[config.mk]
export PLATFORM = sky130hd
export DESIGN_NAME = trunc_cmul
export DESIGN_NICKNAME = d
export VERILOG_FILES = /design/src/rtl/trunc_cmul_pkg.sv /design/src/rtl/trunc_cmul_coef_rom.sv /design/src/rtl/trunc_cmul_magnitude.sv /design/src/rtl/trunc_cmul_ppsum.sv /design/src/rtl/trunc_cmul.sv
export SDC_FILE = /design/constraint.sdc
export NUM_CORES = 1
export LEC_CHECK = 0
export BUFFER_PORTS_ARGS = -buffer_cell sky130_fd_sc_hd__buf_2
export CORE_ASPECT_RATIO = 2
export CORE_MARGIN = 2
export CORE_UTILIZATION = 40
export CTS_CLUSTER_DIAMETER = 40
export CTS_CLUSTER_SIZE = 28
export DETAILED_ROUTE_END_ITERATION = 12
export PLACE_DENSITY = 0.62
export SYNTH_ARGS = -nofsm -noshare
export SYNTH_HDL_FRONTEND = slang
export SYNTH_HIERARCHICAL = 1
export SYNTH_SLANG_ARGS = --single-unit
[constraint.sdc]
create_clock -name clk -period 20.7 [get_ports clk]
set_clock_uncertainty 0.15 [all_clocks]
set_input_delay 4.14 -clock clk [delete_from_list [all_inputs] [get_ports clk]]
set_output_delay 4.14 -clock clk [all_outputs]
set_load 0.03 [all_outputs]
[src/rtl/trunc_cmul_pkg.sv]
package trunc_cmul_pkg;

   localparam int COEF_BITS = 8;
   localparam int SEL_BITS  = 4;
   localparam int SEL_COUNT = 1 << SEL_BITS;

   typedef struct packed {
      logic [COEF_BITS-1:0] mag;
      logic                 neg;
   } coef_t;

   function automatic coef_t coef_lookup(input logic [SEL_BITS-1:0] sel);
      coef_t c;
      c.neg = 1'b0;
      case (sel)
         4'd1:    c.mag = 8'd251;
         4'd2:    c.mag = 8'd237;
         4'd3:    c.mag = 8'd213;
         4'd4:    c.mag = 8'd181;
         4'd5:    c.mag = 8'd142;
         4'd6:    c.mag = 8'd98;
         4'd7:    c.mag = 8'd50;
         4'd8:    begin c.mag = 8'd163; c.neg = 1'b1; end
         4'd9:    begin c.mag = 8'd71;  c.neg = 1'b1; end
         default: c.mag = 8'd0;
      endcase
      return c;
   endfunction

   function automatic logic [COEF_BITS-1:0] coef_row_mask();
      logic [COEF_BITS-1:0] m;
      m = '0;
      for (int i = 0; i < SEL_COUNT; i++) begin
         m = m | coef_lookup(SEL_BITS'(i)).mag;
      end
      return m;
   endfunction

endpackage

[src/rtl/trunc_cmul_coef_rom.sv]
module trunc_cmul_coef_rom
   import trunc_cmul_pkg::*;
#(
   parameter int SEL_W  = 4,
   parameter int COEF_W = 8
) (
   input  logic [SEL_W-1:0]  sel,
   output logic [COEF_W-1:0] coef_mag,
   output logic              coef_neg
);

   generate
      if (SEL_W != SEL_BITS || COEF_W != COEF_BITS) begin : g_bad_cfg
         $error("coef rom: table defined for 4-bit selector and 8-bit constant");
      end
   endgenerate

   coef_t entry;

   always_comb begin
      entry    = coef_lookup(sel);
      coef_mag = entry.mag;
      coef_neg = entry.neg;
   end

endmodule

[src/rtl/trunc_cmul_magnitude.sv]
module trunc_cmul_magnitude #(
   parameter int DATA_W = 12
) (
   input  logic [DATA_W-1:0] value,
   output logic [DATA_W-2:0] mag,
   output logic              is_neg
);

   localparam logic [DATA_W-1:0] MOST_NEG = {1'b1, {(DATA_W-1){1'b0}}};
   localparam logic [DATA_W-2:0] MAG_MAX  = {(DATA_W-1){1'b1}};

   generate
      if (DATA_W < 4) begin : g_bad_width
         $error("magnitude: DATA_W must be at least 4");
      end
   endgenerate

   logic [DATA_W-1:0] negated;

   always_comb begin
      is_neg  = value[DATA_W-1];
      negated = -value;
      if (value == MOST_NEG)
         mag = MAG_MAX;
      else if (is_neg)
         mag = negated[DATA_W-2:0];
      else
         mag = value[DATA_W-2:0];
   end

endmodule

[src/rtl/trunc_cmul_ppsum.sv]
module trunc_cmul_ppsum
   import trunc_cmul_pkg::*;
#(
   parameter int MAG_W     = 11,
   parameter int COEF_W    = 8,
   parameter int KEEP_FRAC = 3
) (
   input  logic [MAG_W-1:0]                    mag,
   input  logic [COEF_W-1:0]                   coef,
   output logic [MAG_W+KEEP_FRAC-1:0]          trunc
);

   localparam int PROD_W = MAG_W + COEF_W;
   localparam int DROP   = COEF_W - KEEP_FRAC;
   localparam logic [COEF_W-1:0] ROW_MASK = coef_row_mask();

   generate
      if (KEEP_FRAC < 0 || KEEP_FRAC > COEF_W) begin : g_bad_frac
         $error("ppsum: KEEP_FRAC must lie within 0..COEF_W");
      end
   endgenerate

   logic [PROD_W-1:0] rows [COEF_W];
   logic [PROD_W-1:0] full;

   genvar j;
   generate
      for (j = 0; j < COEF_W; j++) begin : g_row
         if (ROW_MASK[j]) begin : g_live
            assign rows[j] = coef[j] ? (PROD_W'(mag) << j) : '0;
         end else begin : g_absent
            assign rows[j] = '0;
         end
      end
   endgenerate

   always_comb begin
      full = '0;
      for (int r = 0; r < COEF_W; r++) begin
         full = full + rows[r];
      end
      trunc = full[PROD_W-1:DROP];
   end

endmodule

[src/rtl/trunc_cmul.sv]
module trunc_cmul
   import trunc_cmul_pkg::*;
#(
   parameter int DATA_W    = 12,
   parameter int COEF_W    = 8,
   parameter int SEL_W     = 4,
   parameter int KEEP_FRAC = 3
) (
   input  logic                        clk,
   input  logic                        rst_n,
   input  logic                        in_valid,
   input  logic [DATA_W-1:0]           in_data,
   input  logic [SEL_W-1:0]            in_sel,
   output logic                        out_valid,
   output logic [DATA_W+KEEP_FRAC-1:0] out_data
);

   localparam int MAG_W   = DATA_W - 1;
   localparam int TRUNC_W = MAG_W + KEEP_FRAC;
   localparam int OUT_W   = TRUNC_W + 1;
   localparam logic [DATA_W-1:0] MOST_NEG = {1'b1, {(DATA_W-1){1'b0}}};

   logic [COEF_W-1:0]  coef_mag;
   logic               coef_neg;
   logic [MAG_W-1:0]   mag;
   logic               op_neg;
   logic [TRUNC_W-1:0] trunc;
   logic [OUT_W-1:0]   result;

   trunc_cmul_coef_rom #(.SEL_W(SEL_W), .COEF_W(COEF_W)) u_rom (
      .sel      (in_sel),
      .coef_mag (coef_mag),
      .coef_neg (coef_neg)
   );

   trunc_cmul_magnitude #(.DATA_W(DATA_W)) u_mag (
      .value  (in_data),
      .mag    (mag),
      .is_neg (op_neg)
   );

   trunc_cmul_ppsum #(.MAG_W(MAG_W), .COEF_W(COEF_W), .KEEP_FRAC(KEEP_FRAC)) u_pp (
      .mag   (mag),
      .coef  (coef_mag),
      .trunc (trunc)
   );

   always_comb begin
      if (op_neg ^ coef_neg)
         result = -{1'b0, trunc};
      else
         result = {1'b0, trunc};
   end

   always_ff @(posedge clk) begin
      if (!rst_n) begin
         out_valid <= 1'b0;
         out_data  <= '0;
      end else begin
         out_valid <= in_valid;
         if (in_valid)
            out_data <= result;
      end
   end

   assert_valid_rise_R2: assert property (@(posedge clk) disable iff (!rst_n)
      in_valid |=> out_valid);

   assert_valid_fall_R2: assert property (@(posedge clk) disable iff (!rst_n)
      !in_valid |=> !out_valid);

   assert_hold_R8: assert property (@(posedge clk) disable iff (!rst_n)
      !in_valid |=> $stable(out_data));

   assert_unused_zero_R6: assert property (@(posedge clk) disable iff (!rst_n)
      (in_valid && (in_sel == '0 || in_sel > SEL_W'(9))) |=> (out_data == '0));

   assert_sign_neg_R4: assert property (@(posedge clk) disable iff (!rst_n)
      (in_valid && in_data[DATA_W-1] && in_sel >= SEL_W'(1) && in_sel <= SEL_W'(7))
      |=> (out_data[OUT_W-1] || out_data == '0));

   assert_sat_nonpos_R7: assert property (@(posedge clk) disable iff (!rst_n)
      (in_valid && in_data == MOST_NEG && in_sel >= SEL_W'(1) && in_sel <= SEL_W'(7))
      |=> out_data[OUT_W-1]);

endmodule

==> impl_metrics.json, run 1 <==
{
  "status": "completed",
  "via_count": 3627,
  "overflow": 0,
  "first_pass_iters": 4,
  "wl_met1_um": 3600,
  "crit_slowest_cell": "fa_1",
  "top_layer": "met4",
  "powerDensity_nw_per_um2": 115,
  "ys_async_sr_fraction": 0,
  "min_path_cells": 2,
  "r2r_cells": 2,
  "r2r_end": "out_data[14]",
  "fin_tns_setup_ns": 0,
  "syn_nets": 633,
  "rows": 52,
  "max_cap_violations": 0,
  "routed_via_density": 5.29,
  "clock-sinks": 16,
  "cp-end-kind": "flip-flop",
  "layout_min_cycle_time_ns": 11.49,
  "cp_data_required_time_ns": 20.69,
  "dp_slack_ns": 8.93,
  "start_util": 0.410,
  "cts_buffers": 3,
  "cp_slowest_stage_delay_ns": 0.62,
  "synth-main-ff-cell": "dfxtp_1",
  "layout.nets": 657,
  "worstSetupStartpointType": "input port",
  "setup_viol": 0,
  "core_um2": 10100,
  "final_common_cell": "nand2_1",
  "grt_use_total": 0.175,
  "ir_drop_mv": 0.0825,
  "drt-wirelength-per-cell_um": 13.8,
  "clk_path_buf_depth": 2,
  "slew_violations": 0,
  "clockRootBuffer": "clkbuf_16",
  "dieArea_um2": 11300,
  "diodes": 0,
  "postSynthAreaPerCell_um2": 7.90,
  "rr_startpoint": "out_data[14]",
  "layout_common_cells": "nand2_1, inv_1, fa_1",
  "grt_max_degree": 28,
  "rrSetupSlack_ns": 19.74,
  "synthCells": 527,
  "routed_wl_um": 9450,
  "gp_congestion": 0.916,
  "antenna_found_initial": 0,
  "post-route-util": 0.446,
  "hold_path.class": "flip-flop to flip-flop",
  "drive_gt1_frac": 0.107,
  "syn_area_um2": 4170,
  "drc": 0,
  "num-fill-cells": 1057,
  "clk_pin_slew_ns": 0.05,
  "cts_max_level": 1,
  "synth_edf_count": 0,
  "yosysSeqAreaShare": 0.0769,
  "cts_hold_buf": 0,
  "hold_violations": 0,
  "grt_pass1_wl_um": 16600,
  "setup_ws_ns": 9.21,
  "ys_types": 65,
  "io_pins": 35,
  "slew_headroom": 0.409,
  "ant_nets": 0,
  "rsz0062_at_grt": "no",
  "dp_hpwl_um": 8110,
  "die_h_um": 148,
  "tightest_slew_ns": 0.881,
  "finalCritPeriodShare": 0.555,
  "port_buffers": 34,
  "clock_latency_ns": 0.25,
  "leakagePower_nw": 2.21,
  "fmax_ghz": 0.0871,
  "drt_iter0_drc": 200,
  "synth_warnings": 6,
  "grt_pass1_vias": 3821,
  "ctsResizeCount": 0,
  "hold_slack_ns": 0.294,
  "crit_type": "input port to flip-flop",
  "die_w_um": 76.2,
  "wl_met2_um": 5460,
  "cp_max_fo": 8,
  "min_to": "out_data[11]",
  "startpoint": "in_data[0]",
  "wl_met3_um": 171,
  "synth-seq-cells": 16,
  "postCtsSetupBuffers": 0,
  "area_delta_synth_final_pct": 8.65,
  "min_from": "out_data[11]",
  "worstPathArrival_ns": 11.47,
  "cts_tree": "yes"
}
==> metrics by stage <==
step	power, mW	std cells	instance area, um^2
after global placement	0.471	681	4440
after floorplan	0.398	527	4170
after CTS	0.526	685	4530
after detailed placement	0.481	681	4440
after global routing	0.582	685	4530
final	0.522	685	4530
==> sequential cells by signal, indices dropped and copies added, names as in the netlist <==
register and flops:
out_valid 1, out_data 15
==> worst max-delay path by stage <==
| stage | end | cells past startpoint |
|---|---|---|
| floorplan | out_data[13] | 28 |
| global placement | out_data[13] | 29 |
| detailed placement | out_data[13] | 29 |
| CTS | out_data[13] | 29 |
| global route | out_data[13] | 29 |
| finish | out_data[13] | 29 |
==> cell families after synthesis <==
group                      count (synthesis)  share of synthesized area
DFF                                       16                     0.0769
buffers and inverters                     79                     0.0793
adders and majority gates                 87                      0.350
xor gates and xnor gates                  34                     0.0733
muxes                                      5                     0.0123
and+or+nand+nor                          207                      0.250
AOI/OAI and AO/OA                         99                      0.159
==> synthesized netlist by cell type, types with 10 or more instances <==
library cell,n,area share
xor2_1,10,0.021
dfxtp_1,16,0.077
clkbuf_1,10,0.0090
xnor2_1,23,0.048
inv_1,57,0.051
o21ai_0,19,0.023
fa_1,49,0.24
a21oi_1,27,0.032
ha_1,38,0.11
nand2_1,86,0.078
and2_1,26,0.039
nor2_1,35,0.032
nor3_1,12,0.014
==> routing by layer <==
layer | GRT usage | vias up
li1 | - | 1808
met1 | 0.177 | 1727
met2 | 0.371 | 74
met3 | 0.00607 | 18
met4 | 0.0564 | 0
met5 | 0 | -
==> final cells by class <==
| cell class | count | area [um^2] | share of cell area |
|---|---|---|---|
| multi-input cells | 432 | 3510 | 0.777 |
| well taps | 135 | 169 | 0.0373 |
| repair buffers | 40 | 215 | 0.0476 |
| flip-flops and latches | 16 | 320 | 0.0708 |
| inverters | 58 | 218 | 0.0481 |
| clock buffers | 4 | 88.8 | 0.0196 |
==> critical path, delay by kind of cell <==
kind / cells / cell delay (ns)
adders and majority gates: 7 / 2.69
AOI/OAI and AO/OA: 6 / 1.20
and+or+nand+nor: 11 / 2.81
buffers and inverters: 3 / 0.24
muxes: 1 / 0.19
xor gates and xnor gates: 1 / 0.19
==> report_power, final <==
part	internal [mW]	switching [mW]	total, mW
registers	0.0415	0.00443	0.0460
logic	0.167	0.268	0.435
clock network	0.0293	0.0120	0.0413
No activity file was read; power rests on OpenSTA's default activity.
==> run 2: changes to the inputs <==
==> constraint.sdc (replaced) <==
create_clock -name clk -period 10.75 [get_ports clk]
set_clock_uncertainty 0.15 [all_clocks]
set_input_delay 2.15 -clock clk [delete_from_list [all_inputs] [get_ports clk]]
set_output_delay 2.15 -clock clk [all_outputs]
set_load 0.03 [all_outputs]
==> run 2 against run 1 <==
Against the previous run:
- highest routed layer unchanged
- worst hold slack got worse by 0.0070 ns
- critical path type unchanged
- largest power group unchanged
- first-iteration DRC count down 17%
- global-route usage down 0.38 points
==> impl_metrics.json, run 2 (synthesized netlist as in run 1, its figures left out) <==
{
  "routed_wl_um": 9490,
  "layout.nets": 660,
  "layout_common_cells": "nand2_1, inv_1, fa_1",
  "start_util": 0.410,
  "switching_power_mw": 0.537,
  "drt_iter0_drc": 166,
  "cts_max_level": 1,
  "via_count": 3681,
  "diodes": 0,
  "die_w_um": 76.2,
  "drive_gt1_frac": 0.111,
  "rows": 52,
  "cts_tree": "yes",
  "top_regs": "out_data (15), out_valid (1)",
  "ant_nets": 0,
  "power_frac_clock": 0.070,
  "cp_max_fo": 8,
  "io_pins": 35,
  "seqPwrFrac": 0.089,
  "clk_pin_slew_ns": 0.05,
  "hold_violations": 0,
  "dieArea_um2": 11300,
  "clock-sinks": 16,
  "postCtsSetupBuffers": 0,
  "num-fill-cells": 1032,
  "fin_tns_setup_ns": 0,
  "intPower_mw": 0.451,
  "finalCritPeriodShare": 0.886,
  "dp_hpwl_um": 8160,
  "cts_buffers": 3,
  "max_cap_violations": 0,
  "swShare": 0.544,
  "cp_slowest_stage_delay_ns": 0.60,
  "fmax_ghz": 0.105,
  "grt_use_total": 0.171,
  "setup_viol": 0,
  "area_delta_synth_final_pct": 8.86,
  "clk_path_buf_depth": 2,
  "cp_data_required_time_ns": 10.73,
  "cts_hold_buf": 0,
  "first_pass_iters": 4,
  "overflow": 0,
  "largest_register": "out_data",
  "grt_pass1_vias": 3772,
  "layout_min_cycle_time_ns": 9.53,
  "antenna_found_initial": 0,
  "ctsResizeCount": 0,
  "core_um2": 10100,
  "status": "completed",
  "worstSetupStartpointType": "input port",
  "largest_reg_flops": 15,
  "port_buffers": 34,
  "powerDensity_nw_per_um2": 218,
  "clockRootBuffer": "clkbuf_16",
  "crit_slowest_cell": "fa_1",
  "routed_via_density": 5.36,
  "worstPathArrival_ns": 9.51,
  "hold_path.class": "flip-flop to flip-flop",
  "crit_type": "input port to flip-flop",
  "grt_pass1_wl_um": 16300,
  "gp_congestion": 0.913,
  "clock_latency_ns": 0.24,
  "final_common_cell": "nand2_1",
  "grt_max_degree": 28,
  "drt-wirelength-per-cell_um": 13.8,
  "slew_violations": 0,
  "p_comb_frac": 0.841,
  "hold_slack_ns": 0.287,
  "leakagePower_nw": 2.22,
  "die_h_um": 148,
  "rsz0062_at_grt": "no",
  "ir_drop_mv": 0.151,
  "slew_headroom": 0.404,
  "cp-end-kind": "flip-flop",
  "tightest_slew_ns": 0.888,
  "drc": 0
}
-- run 2: path summary, 6_finish.rpt --
kind                  end  cells past startpoint  slack [ns]         start
min          out_data[10]                      2        0.29  out_data[10]
max reg2reg  out_data[14]                      2        9.82  out_data[14]
max          out_data[13]                     29        1.22    in_data[0]
min reg2reg  out_data[10]                      2        0.29  out_data[10]
-- run 2: metal layers --
metal  track usage  wire length, um  vias up
li1              -                -     1822
met4        0.0655              229        0
met1         0.167             3620     1766
met3       0.00667              174       22
met2         0.365             5460       71
met5             0                0        -
-- run 2: power groups by stage --
stage          Clock, mW  Sequential (mW)  Combinational, mW
2_1_floorplan          0            0.130              0.636
3_3_place_gp           0           0.0885              0.819
3_5_place_dp           0           0.0893              0.834
4_1_cts           0.0705           0.0884              0.839
5_1_grt           0.0734           0.0909              0.937
6_report          0.0690           0.0882              0.831
-- run 2: through the flow --
step	std cells	worst slack, ns	power (mW)	utilization	area [um^2]
3_5_place_dp	684	0.978	0.923	0.439	4460
4_1_cts	687	1.21	0.998	0.447	4530
6_report	687	1.22	0.988	0.447	4530
5_1_grt	687	0.681	1.10	0.447	4530
2_1_floorplan	527	1.76	0.766	-	4170
3_3_place_gp	684	1.16	0.908	0.439	4460
-- run 2: critical path: cells and delay by family --
family	cells	cell delay [ns]
fa+ha+maj	7	2.67
simple gates	11	2.84
mux	1	0.18
compound gates	6	1.20
buf+inv	3	0.24
xor+xnor	1	0.22
-- run 2: layout make-up --
cell class	count	area, um^2	area share
flip-flops and latches	16	320	0.0706
repair buffers	43	238	0.0524
inverters	58	218	0.0480
clock buffers	3	75.1	0.0166
well taps	135	169	0.0373
multi-input cells	432	3510	0.775
==> run 3: changes to the inputs <==
--- a/config.mk
+++ b/config.mk
@@ -6,7 +6,7 @@
 export NUM_CORES = 1
 export LEC_CHECK = 0
 export BUFFER_PORTS_ARGS = -buffer_cell sky130_fd_sc_hd__buf_2
-export CORE_ASPECT_RATIO = 2
+export CORE_ASPECT_RATIO = 0.5
 export CORE_MARGIN = 2
 export CORE_UTILIZATION = 40
 export CTS_CLUSTER_DIAMETER = 40
==> run 3 against run 2 <==
Against the previous run:
- worst hold slack better by 0.014 ns
- fmax grew 0.38%
- sequential power grew 0.5%
- global-route usage shrank 0.17 points
- register-to-register slack worse by 0.05 ns
- largest cell class unchanged
==> impl_metrics.json, run 3 (synthesized netlist as in run 1, its figures left out) <==
{
  "routed_via_density": 5.17,
  "fmax_ghz": 0.105,
  "layout_common_cells": "nand2_1, inv_1, fa_1",
  "cp_max_fo": 8,
  "status": "completed",
  "io_pins": 35,
  "start_util": 0.409,
  "ctsResizeCount": 0,
  "clock_latency_ns": 0.24,
  "finalCritPeriodShare": 0.883,
  "hold_violations": 0,
  "drc": 0,
  "slew_headroom": 0.319,
  "cts_max_level": 1,
  "powerDensity_nw_per_um2": 224,
  "worstPathArrival_ns": 9.47,
  "rows": 26,
  "fin_tns_setup_ns": 0,
  "drive_gt1_frac": 0.101,
  "rsz0062_at_grt": "no",
  "area_delta_synth_final_pct": 7.93,
  "first_pass_iters": 4,
  "largest_register": "out_data",
  "multi_input_area_um2": 3510,
  "clockRootBuffer": "clkbuf_16",
  "final_common_cell": "nand2_1",
  "drt_iter0_drc": 246,
  "startpoint": "in_data[0]",
  "min_from": "out_data[10]",
  "setup_viol": 0,
  "wl_met3_um": 445,
  "diodes": 0,
  "cp-end-kind": "flip-flop",
  "drt-wirelength-per-cell_um": 13.7,
  "tightest_slew_ns": 1.02,
  "cp_slowest_stage_delay_ns": 0.61,
  "crit_type": "input port to flip-flop",
  "rr_startpoint": "out_data[14]",
  "cp_data_required_time_ns": 10.73,
  "wl_met1_um": 5150,
  "grt_pass1_wl_um": 16100,
  "grt_use_total": 0.169,
  "port_buffers": 34,
  "largest_reg_flops": 15,
  "top_layer": "met4",
  "max_cap_violations": 0,
  "cts_tree": "yes",
  "cts_hold_buf": 0,
  "post-route-util": 0.442,
  "postCtsSetupBuffers": 0,
  "core_um2": 10200,
  "leakagePower_nw": 2.19,
  "ir_drop_mv": 0.104,
  "clk_pin_slew_ns": 0.05,
  "worstSetupStartpointType": "input port",
  "routed_wl_um": 9380,
  "dp_hpwl_um": 7660,
  "top_regs": "out_data (15), out_valid (1)",
  "grt_max_degree": 28,
  "totalPowerFinal_mw": 1.01,
  "hold_path.class": "flip-flop to flip-flop",
  "ant_nets": 0,
  "gp_congestion": 0.850,
  "wl_met2_um": 3720,
  "cts_buffers": 3,
  "register_area_um2": 320,
  "layout.nets": 654,
  "slew_violations": 0,
  "die_h_um": 76.2,
  "clk_path_buf_depth": 2,
  "antenna_found_initial": 0,
  "crit_slowest_cell": "or4b_1",
  "dieArea_um2": 11300,
  "die_w_um": 148,
  "via_count": 3547,
  "clock-sinks": 16,
  "num-fill-cells": 1046,
  "overflow": 0,
  "layout_min_cycle_time_ns": 9.49,
  "grt_pass1_vias": 3378
}
[run 3: cell types whose count changed in the layout (fill, tap and decap cells not counted), sizes merged]
cell / before / now
buf: 43 / 37
[run 3: worst max-delay path: cells and delay by family]
kind	cells	cell delay [ns]
AO/OA/AOI/OAI	6	1.18
buffers and inverters	3	0.24
XOR/XNOR	1	0.20
multiplexers	1	0.21
AND/OR/NAND/NOR	11	2.79
adder cells (fa/ha/maj)	7	2.71
[run 3: layout make-up]
class,instances,share of cell area
tap,140,0.0390
sequential,16,0.0712
inverter,58,0.0484
multi-input combinational,432,0.782
clock buffer,3,0.0167
timing repair buffer,37,0.0429
[run 3: stage by stage]
step	setup slack, ns	std cells	hold slack (ns)	cell area, um^2
2_1_floorplan	1.76	527	0.418	4170
3_3_place_gp	1.22	683	0.287	4420
3_5_place_dp	1.06	683	0.294	4420
4_1_cts	1.28	686	0.300	4500
5_1_grt	0.678	686	0.318	4500
6_report	1.26	686	0.301	4500
[run 3: path summary, 6_finish.rpt]
check	slack, ns	cells after the start	end
worst max-delay path	1.26	29	out_data[13]
worst min-delay path	0.30	2	out_data[10]
worst max register to register	9.77	2	out_data[14]
worst min register to register	0.30	2	out_data[10]
[run 3: power by group]
group	switching, mW	leakage, nW	internal [mW]
logic	0.523	2.02	0.324
clock network	0.0213	0.0370	0.0487
registers	0.00859	0.133	0.0800
total	0.553	2.19	0.453
[run 3: routing by layer]
metal	GRT usage	up-vias
met2	0.256	75
met5	0	-
met1	0.263	1657
met4	0.0257	0
li1	-	1808
met3	0.0180	7
